## src/rtl/asram_pkg.sv

```systemverilog
package asram_pkg;

    localparam int MEM_DW  = 16;
    localparam int HOST_DW = 32;
    localparam int BYTE_W  = 8;

    typedef enum logic [2:0] {
        PH_IDLE  = 3'd0,
        PH_SETUP = 3'd1,
        PH_DATA  = 3'd2,
        PH_TURN  = 3'd3,
        PH_DONE  = 3'd4
    } phase_e;

    // Captured request control fields
    typedef struct packed {
        logic wr;      // write request
        logic wide;    // two halfword accesses
        logic narrow;  // single byte
        logic lane;    // byte lane of a narrow request
    } req_ctl_t;

    function automatic req_ctl_t decode_req(input logic wr,
                                            input logic [1:0] size,
                                            input logic lane0);
        req_ctl_t c;
        c.wr     = wr;
        c.wide   = size[1];
        c.narrow = (size == 2'd0);
        c.lane   = lane0 & (size == 2'd0);
        return c;
    endfunction

    function automatic int max3(input int a, input int b, input int c);
        int m;
        m = (a > b) ? a : b;
        return (m > c) ? m : c;
    endfunction

endpackage

```

## src/rtl/asram_sequencer.sv

```systemverilog
module asram_sequencer
    import asram_pkg::*;
#(
    parameter int SETUP_CYC = 3,
    parameter int DATA_CYC  = 6,
    parameter int TURN_CYC  = 1
) (
    input  logic   clk,
    input  logic   rst,
    input  logic   start,
    input  logic   two_beats,
    output phase_e phase,
    output logic   beat,
    output logic   capture
);
    localparam int CNT_W = $clog2(max3(SETUP_CYC, DATA_CYC, TURN_CYC) + 1);
    localparam logic [CNT_W-1:0] SETUP_LAST = CNT_W'(SETUP_CYC - 1);
    localparam logic [CNT_W-1:0] DATA_LAST  = CNT_W'(DATA_CYC - 1);
    localparam logic [CNT_W-1:0] TURN_LAST  = CNT_W'(TURN_CYC - 1);

    logic [CNT_W-1:0] cnt;

    always_ff @(posedge clk) begin
        if (rst) begin
            phase <= PH_IDLE;
            cnt   <= '0;
            beat  <= 1'b0;
        end else begin
            case (phase)
                PH_IDLE: begin
                    if (start) begin
                        phase <= PH_SETUP;
                        cnt   <= '0;
                        beat  <= 1'b0;
                    end
                end
                PH_SETUP: begin
                    if (cnt == SETUP_LAST) begin
                        phase <= PH_DATA;
                        cnt   <= '0;
                    end else begin
                        cnt <= cnt + 1'b1;
                    end
                end
                PH_DATA: begin
                    if (cnt == DATA_LAST) begin
                        phase <= PH_TURN;
                        cnt   <= '0;
                    end else begin
                        cnt <= cnt + 1'b1;
                    end
                end
                PH_TURN: begin
                    if (cnt == TURN_LAST) begin
                        cnt <= '0;
                        if (!beat && two_beats) begin
                            beat  <= 1'b1;
                            phase <= PH_SETUP;
                        end else begin
                            phase <= PH_DONE;
                        end
                    end else begin
                        cnt <= cnt + 1'b1;
                    end
                end
                PH_DONE: phase <= PH_IDLE;
                default: phase <= PH_IDLE;
            endcase
        end
    end

    assign capture = (phase == PH_DATA) && (cnt == DATA_LAST);

    // the data window opens only after the full setup count
    assert_setup_before_data_R4: assert property (@(posedge clk) disable iff (rst)
        (phase == PH_DATA && $past(phase) != PH_DATA) |->
        ($past(phase) == PH_SETUP && $past(cnt) == SETUP_LAST));

    // a second setup window belongs to the second beat
    assert_second_beat_R3: assert property (@(posedge clk) disable iff (rst)
        (phase == PH_SETUP && $past(phase) == PH_TURN) |-> beat);

endmodule

```

## src/rtl/asram_lane_map.sv

```systemverilog
module asram_lane_map
    import asram_pkg::*;
#(
    parameter int MEM_AW = 21
) (
    input  req_ctl_t             ctl,
    input  logic [MEM_AW-1:0]    base_word,
    input  logic [HOST_DW-1:0]   wdata,
    input  logic                 beat,
    output logic [MEM_AW-1:0]    addr,
    output logic [MEM_DW-1:0]    dout,
    output logic [MEM_DW/8-1:0]  be_wr_n
);
    logic [MEM_DW-1:0] half;

    always_comb begin
        addr = base_word + MEM_AW'(beat);
        half = beat ? wdata[HOST_DW-1:MEM_DW] : wdata[MEM_DW-1:0];
        if (ctl.narrow) begin
            dout    = {2{wdata[BYTE_W-1:0]}};
            be_wr_n = ctl.lane ? 2'b01 : 2'b10;
        end else begin
            dout    = half;
            be_wr_n = 2'b00;
        end
    end

endmodule

```

## src/rtl/asram_read_merge.sv

```systemverilog
module asram_read_merge
    import asram_pkg::*;
(
    input  logic               clk,
    input  logic               rst,
    input  logic               capture,
    input  logic               beat,
    input  req_ctl_t           ctl,
    input  logic [MEM_DW-1:0]  din,
    output logic [HOST_DW-1:0] rdata
);
    logic [MEM_DW-1:0] lo_q, hi_q;

    always_ff @(posedge clk) begin
        if (rst) begin
            lo_q <= '0;
            hi_q <= '0;
        end else if (capture) begin
            if (beat) hi_q <= din;
            else      lo_q <= din;
        end
    end

    always_comb begin
        if (ctl.wide)
            rdata = {hi_q, lo_q};
        else if (ctl.narrow)
            rdata = {{(HOST_DW-BYTE_W){1'b0}},
                     (ctl.lane ? lo_q[MEM_DW-1:BYTE_W] : lo_q[BYTE_W-1:0])};
        else
            rdata = {{(HOST_DW-MEM_DW){1'b0}}, lo_q};
    end

endmodule

```

## src/rtl/asram_bridge.sv

```systemverilog
module asram_bridge
    import asram_pkg::*;
#(
    parameter int SETUP_CYC = 3,
    parameter int DATA_CYC  = 6,
    parameter int TURN_CYC  = 1,
    parameter int MEM_AW    = 21,
    localparam int HOST_AW  = MEM_AW + 1
) (
    input  logic               clk,
    input  logic               rst,
    input  logic               host_req,
    input  logic               host_we,
    input  logic [1:0]         host_size,
    input  logic [HOST_AW-1:0] host_addr,
    input  logic [31:0]        host_wdata,
    output logic               host_ready,
    output logic [31:0]        host_rdata,
    output logic [MEM_AW-1:0]  mem_addr,
    output logic [15:0]        mem_dout,
    input  logic [15:0]        mem_din,
    output logic               mem_doe,
    output logic               mem_cs_n,
    output logic               mem_oe_n,
    output logic               mem_we_n,
    output logic [1:0]         mem_be_n
);
    phase_e             phase;
    logic               beat;
    logic               capture;
    logic               accept;
    req_ctl_t           ctl_q;
    logic [MEM_AW-1:0]  base_q;
    logic [31:0]        wdata_q;
    logic [1:0]         be_wr_n;
    logic               in_access;
    logic               in_data;

    assign accept = host_req && (phase == PH_IDLE);

    always_ff @(posedge clk) begin
        if (rst) begin
            ctl_q   <= '0;
            base_q  <= '0;
            wdata_q <= '0;
        end else if (accept) begin
            ctl_q   <= decode_req(host_we, host_size, host_addr[0]);
            base_q  <= host_addr[HOST_AW-1:1];
            wdata_q <= host_wdata;
        end
    end

    asram_sequencer #(
        .SETUP_CYC (SETUP_CYC),
        .DATA_CYC  (DATA_CYC),
        .TURN_CYC  (TURN_CYC)
    ) u_seq (
        .clk       (clk),
        .rst       (rst),
        .start     (accept),
        .two_beats (ctl_q.wide),
        .phase     (phase),
        .beat      (beat),
        .capture   (capture)
    );

    asram_lane_map #(.MEM_AW(MEM_AW)) u_lanes (
        .ctl       (ctl_q),
        .base_word (base_q),
        .wdata     (wdata_q),
        .beat      (beat),
        .addr      (mem_addr),
        .dout      (mem_dout),
        .be_wr_n   (be_wr_n)
    );

    asram_read_merge u_merge (
        .clk     (clk),
        .rst     (rst),
        .capture (capture && !ctl_q.wr),
        .beat    (beat),
        .ctl     (ctl_q),
        .din     (mem_din),
        .rdata   (host_rdata)
    );

    assign in_access  = (phase == PH_SETUP) || (phase == PH_DATA);
    assign in_data    = (phase == PH_DATA);
    assign mem_cs_n   = !in_access;
    assign mem_oe_n   = !(in_data && !ctl_q.wr);
    assign mem_we_n   = !(in_data && ctl_q.wr);
    assign mem_doe    = in_data && ctl_q.wr;
    assign mem_be_n   = !in_access ? 2'b11 : (ctl_q.wr ? be_wr_n : 2'b00);
    assign host_ready = (phase == PH_DONE);

    assert_strobe_excl_R4: assert property (@(posedge clk) disable iff (rst)
        !(!mem_oe_n && !mem_we_n));

    assert_strobe_in_cs_R4: assert property (@(posedge clk) disable iff (rst)
        (!mem_oe_n || !mem_we_n) |-> !mem_cs_n);

    assert_doe_write_R8: assert property (@(posedge clk) disable iff (rst)
        mem_doe |-> (!mem_we_n && !mem_cs_n));

    assert_read_lanes_R6: assert property (@(posedge clk) disable iff (rst)
        !mem_oe_n |-> (mem_be_n == 2'b00));

    assert_narrow_lane_R5: assert property (@(posedge clk) disable iff (rst)
        (!mem_we_n && ctl_q.narrow) |-> ($countones(mem_be_n) == 1));

    assert_ready_pulse_R9: assert property (@(posedge clk) disable iff (rst)
        host_ready |=> !host_ready);

    assert_addr_stable_R2: assert property (@(posedge clk) disable iff (rst)
        (!mem_cs_n && $past(!mem_cs_n)) |-> $stable(mem_addr));

endmodule

```

## config.mk

```make
export PLATFORM = sky130hd
export DESIGN_NAME = asram_bridge
export DESIGN_NICKNAME = d
export VERILOG_FILES = /design/src/rtl/asram_pkg.sv /design/src/rtl/asram_sequencer.sv /design/src/rtl/asram_lane_map.sv /design/src/rtl/asram_read_merge.sv /design/src/rtl/asram_bridge.sv
export SDC_FILE = /design/constraint.sdc
export NUM_CORES = 1
export LEC_CHECK = 0
export ABC_AREA = 1
export ABC_CLOCK_PERIOD_IN_PS = 2000
export BUFFER_PORTS_ARGS = -buffer_cell sky130_fd_sc_hd__buf_2
export CORE_ASPECT_RATIO = 0.9
export CORE_MARGIN = 4
export CORE_UTILIZATION = 30
export DETAILED_ROUTE_END_ITERATION = 10
export GPL_TIMING_DRIVEN = 0
export PLACE_DENSITY_LB_ADDON = 0.25
export SLEW_MARGIN = 0
export SYNTH_ARGS = -nofsm -noshare
export SYNTH_HDL_FRONTEND = slang
export SYNTH_HIERARCHICAL = 1
export SYNTH_SLANG_ARGS = --single-unit
export TNS_END_PERCENT = 100
```

## constraint.sdc

```tcl
create_clock -name clk -period 2 [get_ports clk]
set_input_delay 0.4 -clock clk [delete_from_list [all_inputs] [get_ports clk]]
set_output_delay 0.4 -clock clk [all_outputs]
set_load 0.01 [all_outputs]
```

==> results of run 1 <==
[timing repair]
item | 4_1_cts | 5_1_grt
setup buffers | 12 | 5
pin swaps | 8 | 9
gates cloned | 1 | 1
setup endpoints to repair | 43 | 59
resized for setup | 34 | 39
[registers in the layout (all words and copies together) (netlist names)]
register,count
base_q,21
ctl_q,4
u_merge/hi_q,16
u_merge/lo_q,16
u_seq/beat,1
u_seq/cnt,3
u_seq/phase,3
wdata_q,32
[metal layers]
metal / track usage, % / routed length, um
met1: 23.8 / 8390
met2: 23.8 / 7070
met3: 2.60 / 755
met4: 4.62 / 202
met5: 0 / 0
[final cells by class]
class,instances,area share (%)
clock buffers,12,3.44
plain buffers,48,4.30
inverters,83,4.54
repair buffers,168,12.6
flip-flops and latches,96,27.3
multi-input cells,595,43.2
clock inverters,4,0.419
well taps,240,4.19
[power by group through the flow]
| stage | clock network (mW) | logic, mW | registers, mW |
|---|---|---|---|
| after floorplan | 0 | 2.33 | 2.53 |
| after global placement | 0 | 3.27 | 2.65 |
| after detailed placement | 0 | 3.29 | 2.66 |
| after CTS | 1.69 | 3.44 | 2.64 |
| after global routing | 1.76 | 3.96 | 2.72 |
| final | 1.64 | 3.51 | 2.67 |
[final timing paths]
check                                     start         endpoint  slack [ps]  cells past startpoint
worst max-delay path                 u_seq/beat     mem_addr[12]         -90                      8
worst min-delay path                        rst     u_seq/cnt[2]         300                      2
worst max register to register     u_seq/cnt[1]  u_merge/lo_q[0]         210                     11
worst min register to register  u_merge/hi_q[9]  u_merge/hi_q[9]         460                      2
[placed cells by master (no fill, tap or decap), types with 18 or more instances in the layout]
cell type	count
dfxtp_2	18
buf_2	165
nor2_1	132
nand3_1	51
inv_1	73
nand2_1	188
dfxtp_1	76
nand3b_1	59
buf_4	23
a21oi_1	76
[synth_stat cells (all sizes together)]
cell      n  area (sq um)
inv      83           314
o21ai    18          90.1
ha        6          75.1
o22ai     1          6.26
dfxtp    96          1920
nand3    58           325
nand3b   59           443
or2       1          6.26
nand2   202           793
xor2      7          61.3
xnor2     7          61.3
nor2    150           634
a21oi    76           380
nor3      2          10.0
mux2      7          78.8
buf      44           267
clkbuf    5          18.8
[through the flow]
step | total power, mW | instances | area [sq um]
global route | 8.43 | 1246 | 7160
global placement | 5.92 | 1213 | 6540
floorplan | 4.86 | 822 | 5490
CTS | 7.78 | 1240 | 7020
finish | 7.82 | 1246 | 7160
detailed placement | 5.95 | 1213 | 6540
[cell families after synthesis]
logic type                 Yosys count  share of synthesized area (%)
AOI/OAI and AO/OA                   95                           8.69
xor gates and xnor gates            14                           2.23
adders and majority gates            6                           1.37
buffers and inverters              132                           10.9
DFF                                 96                           35.0
muxes                                7                           1.44
and+or+nand+nor                    472                           40.3
[critical path, delay by kind of cell (launching register included)]
| kind | cells | cell delay (ps) |
|---|---|---|
| buffers and inverters | 2 | 230 |
| flip-flops | 1 | 370 |
| AND/OR/NAND/NOR | 3 | 290 |
| adder cells (fa/ha/maj) | 2 | 300 |
| XOR/XNOR | 1 | 170 |
==> flow_metrics.env, run 1 <==
export IMPL_status="complete, but fails checks"
export IMPL_violations="setup timing"
export IMPL_multiInputGateArea_sq_mm=0.00309
export IMPL_place_congestion=0.829
export IMPL_die_w_um=151
export IMPL_cts_htree_levels=3
export IMPL_nets=1083
export IMPL_diodes=0
export IMPL_rsz0062_at_grt="true"
export IMPL_syn2layout_area_growth_pct=30.5
export IMPL_tightest_slew_ps=508
export IMPL_grt_pass1_wl_um=26100
export IMPL_synth_cell_types=29
export IMPL_cts_root_buffer="clkbuf_16"
export IMPL_vias_per_cell=4.49
export IMPL_syn_area_sq_mm=0.00549
export IMPL_io_pins=152
export IMPL_insertion_delay_ps=340
export IMPL_arrival_ps=1690
export IMPL_cts_tree="done"
export IMPL_path_clk_slew_ps=70
export IMPL_path_cells="ha_4, ha_4, nand3_4, inv_4, nand2_4, nor2_4, xor2_1, buf_2"
export IMPL_ys_ff_latch=96
export IMPL_synth_warning_count=6
export IMPL_fin_ws_ps=-87.3
export IMPL_crit_type="reg -> out"
export IMPL_final_setup_skew_ps=8.73
export IMPL_p_sw_mw=3.25
export IMPL_p_per_area_mw_per_mm2=1090
export IMPL_grt_pass1_vias=5219
export IMPL_irDropWorstVdd_mv=0.588
export IMPL_port_buffers=151
export IMPL_routed_wirelength_um=16400
export IMPL_clockPowerShare_pct=20.9
export IMPL_pwr_share_comb_pct=45.0
export IMPL_setup_tns_ps=-616
export IMPL_max_slew_margin_pct=66.1
export IMPL_fmax_mhz=479
export IMPL_dr_total_vias=5592
export IMPL_worst_setup_path_end_kind="output port"
export IMPL_drc=0
export IMPL_worstHoldPathType="in -> reg"
export IMPL_seqCellArea_sq_mm=0.00195
export IMPL_cts_hold_fix_buffers=0
export IMPL_syn_num_nets=904
export IMPL_swShare_pct=41.6
export IMPL_cpMostUsedCell="ha_4"
export IMPL_min_period_over_period_pct=104
export IMPL_slowest_delay_ps=370
export IMPL_dieArea_sq_mm=0.0205
export IMPL_final_core_util_pct=40.3
export IMPL_layout_drive_gt1_share_pct=29.8
export IMPL_numCtsBuffers=9
export IMPL_die_h_um=136
export IMPL_clock_path_buffers=2
export IMPL_leakage_nw=3.56
export IMPL_detail_route_antenna_nets=0
export IMPL_cts_sinks=96
export IMPL_min_period_ps=2090
export IMPL_setup_viol=12
export IMPL_slowest_stage="dfxtp_4"
export IMPL_slew_violations=0
export IMPL_hold_viol_final=0
export IMPL_wl_per_cell_um=13.2
export IMPL_fill_cells=1961
export IMPL_seq_area_frac_synth_pct=35.0
export IMPL_antenna_found_initial=0
export IMPL_path_max_fanout=5
export IMPL_dr_pass1_iters=4
export IMPL_grt_overflow_total=0
export IMPL_avgSynthCellArea_sq_um=6.67
export IMPL_p_seq_share_pct=34.1
export IMPL_worstPathRequired_ps=1600
export IMPL_initialDrtViolationCount=294
export IMPL_core_area_sq_mm=0.0178
export IMPL_synth_cells=822
export IMPL_max_cap_viol_count=0
export IMPL_rows=46
export IMPL_worst_hold_slack_ps=302
export IMPL_hpwl_um=12800
export IMPL_grt_usage_pct=16.1
export IMPL_p_int_mw=4.56
export IMPL_grt_max_degree=16
export IMPL_critical_path_startpoint_type="flop"
export IMPL_place_ws_ps=-62.8
export IMPL_initial_core_util_pct=30.8
No activity file was read; power rests on OpenSTA's default activity.
==> run 2, diff against run 1 <==
--- a/config.mk
+++ b/config.mk
@@ -17,6 +17,5 @@
 export SLEW_MARGIN = 0
 export SYNTH_ARGS = -nofsm -noshare
 export SYNTH_HDL_FRONTEND = slang
-export SYNTH_HIERARCHICAL = 1
 export SYNTH_SLANG_ARGS = --single-unit
 export TNS_END_PERCENT = 100
==> run 2 against run 1 <==
Net effect: the run still ends with setup timing left; flip-flop and latch count did not move; clock power rose by 9%; hold slack worse by 13 ps; fmax shrank 7.0%; wire length shrank 4.8%; total power shrank 12%; utilization rose by 2.2 points; critical path type unchanged; largest power group unchanged; highest routed layer unchanged.
==> flow_metrics.env, run 2 <==
export IMPL_worstPathRequired_ps=1600
export IMPL_port_buffers=151
export IMPL_placed_cell_area_sq_mm=0.00581
export IMPL_grt_max_degree=18
export IMPL_rsz0062_at_grt="true"
export IMPL_ys_flop_type="dfxtp_1"
export IMPL_seq_area_frac_synth_pct=40.1
export IMPL_synth_cell_types=28
export IMPL_drc=0
export IMPL_routed_wirelength_um=15600
export IMPL_grt_usage_pct=17.3
export IMPL_worst_setup_path_end_kind="output port"
export IMPL_cts_root_buffer="clkbuf_16"
export IMPL_initialDrtViolationCount=193
export IMPL_status="complete, but fails checks"
export IMPL_final_cells=1098
export IMPL_die_w_um=141
export IMPL_ys_ff_latch=96
export IMPL_yosysMostFrequentCell="nand2_1"
export IMPL_initial_core_util_pct=30.8
export IMPL_hold_viol_final=0
export IMPL_dr_total_vias=4988
export IMPL_synth_edff_count=0
export IMPL_cts_tree="done"
export IMPL_cts_sinks=96
export IMPL_setup_viol=16
export IMPL_rows=43
export IMPL_path_clk_slew_ps=70
export IMPL_tightest_slew_ps=522
export IMPL_syn2layout_area_growth_pct=37.8
export IMPL_wl_per_cell_um=14.2
export IMPL_synth_top_area_share_pct=40.1
export IMPL_syn_area_sq_mm=0.00480
export IMPL_cts_hold_fix_buffers=0
export IMPL_min_period_over_period_pct=112
export IMPL_detail_route_antenna_nets=0
export IMPL_layout_drive_gt1_share_pct=31.4
export IMPL_syn_num_nets=797
export IMPL_largest_register="wdata_q"
export IMPL_p_per_area_mw_per_mm2=1040
export IMPL_clock_path_buffers=2
export IMPL_insertion_delay_ps=350
export IMPL_final_setup_skew_ps=9.88
export IMPL_synth_warning_count=0
export IMPL_path_cells="ha_4, ha_4, nand2_4, nor3_4, nand2_2, nor2_2, xor2_1, buf_2"
export IMPL_final_common_cell="buf_2"
export IMPL_leakage_nw=3.16
export IMPL_avgSynthCellArea_sq_um=6.71
export IMPL_synth_async_reset_ratio_pct=0
export IMPL_dp_cells=1068
export IMPL_total_power_mw=6.89
export IMPL_numCtsBuffers=9
export IMPL_arrival_ps=1840
export IMPL_netlist_top_cells_count="155 x nand2_1, 118 x nor2_1, 97 x inv_1"
export IMPL_cpMostUsedCell="ha_4"
export IMPL_antenna_found_initial=1
export IMPL_dieArea_sq_mm=0.0181
export IMPL_crit_type="reg -> out"
export IMPL_final_cell_mix="152 x buf_2, 140 x nand2_1, 105 x nor2_1"
export IMPL_cts_htree_levels=3
export IMPL_grt_pass1_wl_um=24600
export IMPL_slowest_delay_ps=360
export IMPL_largest_reg_flops=32
export IMPL_irDropWorstVdd_mv=0.503
export IMPL_violations="setup timing"
export IMPL_die_h_um=128
export IMPL_io_pins=152
export IMPL_max_cap_viol_count=0
export IMPL_place_congestion=0.888
export IMPL_slowest_stage="dfxtp_4"
export IMPL_dr_pass1_iters=4
export IMPL_critical_path_startpoint_type="flop"
export IMPL_worstHoldPathType="in -> reg"
export IMPL_worst_hold_slack_ps=289
export IMPL_core_area_sq_mm=0.0155
export IMPL_hpwl_um=11800
export IMPL_nets=972
export IMPL_slew_violations=0
export IMPL_min_period_ps=2240
export IMPL_grt_pass1_vias=4804
export IMPL_synth_top_area_cell="dfxtp_1"
export IMPL_fin_ws_ps=-244
export IMPL_synth_cells=715
export IMPL_synth_area_top_cells="dfxtp_1 40%, nand2_1 12%, nor2_1 9.2%"
export IMPL_path_max_fanout=2
export IMPL_largestRegisters="wdata_q x32, base_q x21"
export IMPL_max_slew_margin_pct=65.2
export IMPL_fin_area_sq_mm=0.00661
export IMPL_grt_overflow_total=0
export IMPL_fmax_mhz=446
export IMPL_vias_per_cell=4.54
[run 2: area by class of cell]
class	instances	area [sq um]
fillers	1679	8940
multi-input cells	484	2530
flip-flops and latches	96	1950
repair buffers	165	887
inverters	101	394
plain buffers	33	293
well taps	202	253
clock buffers	9	225
clock inverters	7	80.1
diodes	1	2.50
[run 2: what timing repair did]
item                                    4_1_cts  5_1_grt
setup buffers                                11        5
endpoints found under the setup margin       50       33
pin swaps                                    11       21
resized for setup                            71       52
[run 2: where the power goes]
| group | switching, mW | internal [mW] | total, mW |
|---|---|---|---|
| Sequential | 0.269 | 2.27 | 2.54 |
| Combinational | 1.59 | 0.958 | 2.55 |
| Clock | 0.811 | 0.981 | 1.79 |
| Total | 2.67 | 4.21 | 6.89 |
[run 2: kinds of logic (layout without fill, tap and decap cells)]
group                      Yosys count  in the layout  share of synthesized area [%]
DFF                                 96             96                           40.1
and+or+nand+nor                    314            314                           26.9
other                                0              1                              0
AOI/OAI and AO/OA                  149            149                           15.6
xor gates and xnor gates            15             15                           2.74
adders and majority gates            6              6                           1.57
buffers and inverters              135            315                           13.1
[run 2: per-layer routing]
metal / vias up / track usage, % / part of all wire (%)
met5: - / 0 / 0
met4: 0 / 5.81 / 2.2
met3: 18 / 3.95 / 6.1
met2: 140 / 26.9 / 44
met1: 2244 / 23.8 / 48
li1: 2586 / - / -
[run 2: path summary, 6_finish.rpt]
path,startpoint,end,slack [ps],depth (start not counted)
worst max-delay path,u_seq.beat,mem_addr[12],-240,8
worst min-delay path,host_wdata[13],wdata_q[13],290,3
worst max register to register,u_seq.cnt[1],u_merge.hi_q[10],380,8
worst min register to register,wdata_q[16],wdata_q[16],450,2
[run 2: per-stage QoR]
step	utilization, %	setup slack, ps	TNS, ps
final	42.5	-244	-1810
after global routing	42.5	-309	-3290
after CTS	41.4	-326	-2130
after detailed placement	37.4	-541	-3430
after global placement	37.4	-525	-3600
after floorplan	-	1.25	0
[run 2: worst max-delay path: cells and delay by family (launching register included)]
kind | cells | cell delay, ps
xor gates and xnor gates | 1 | 190
adders and majority gates | 2 | 320
buffers and inverters | 1 | 160
DFF | 1 | 360
and+or+nand+nor | 4 | 460
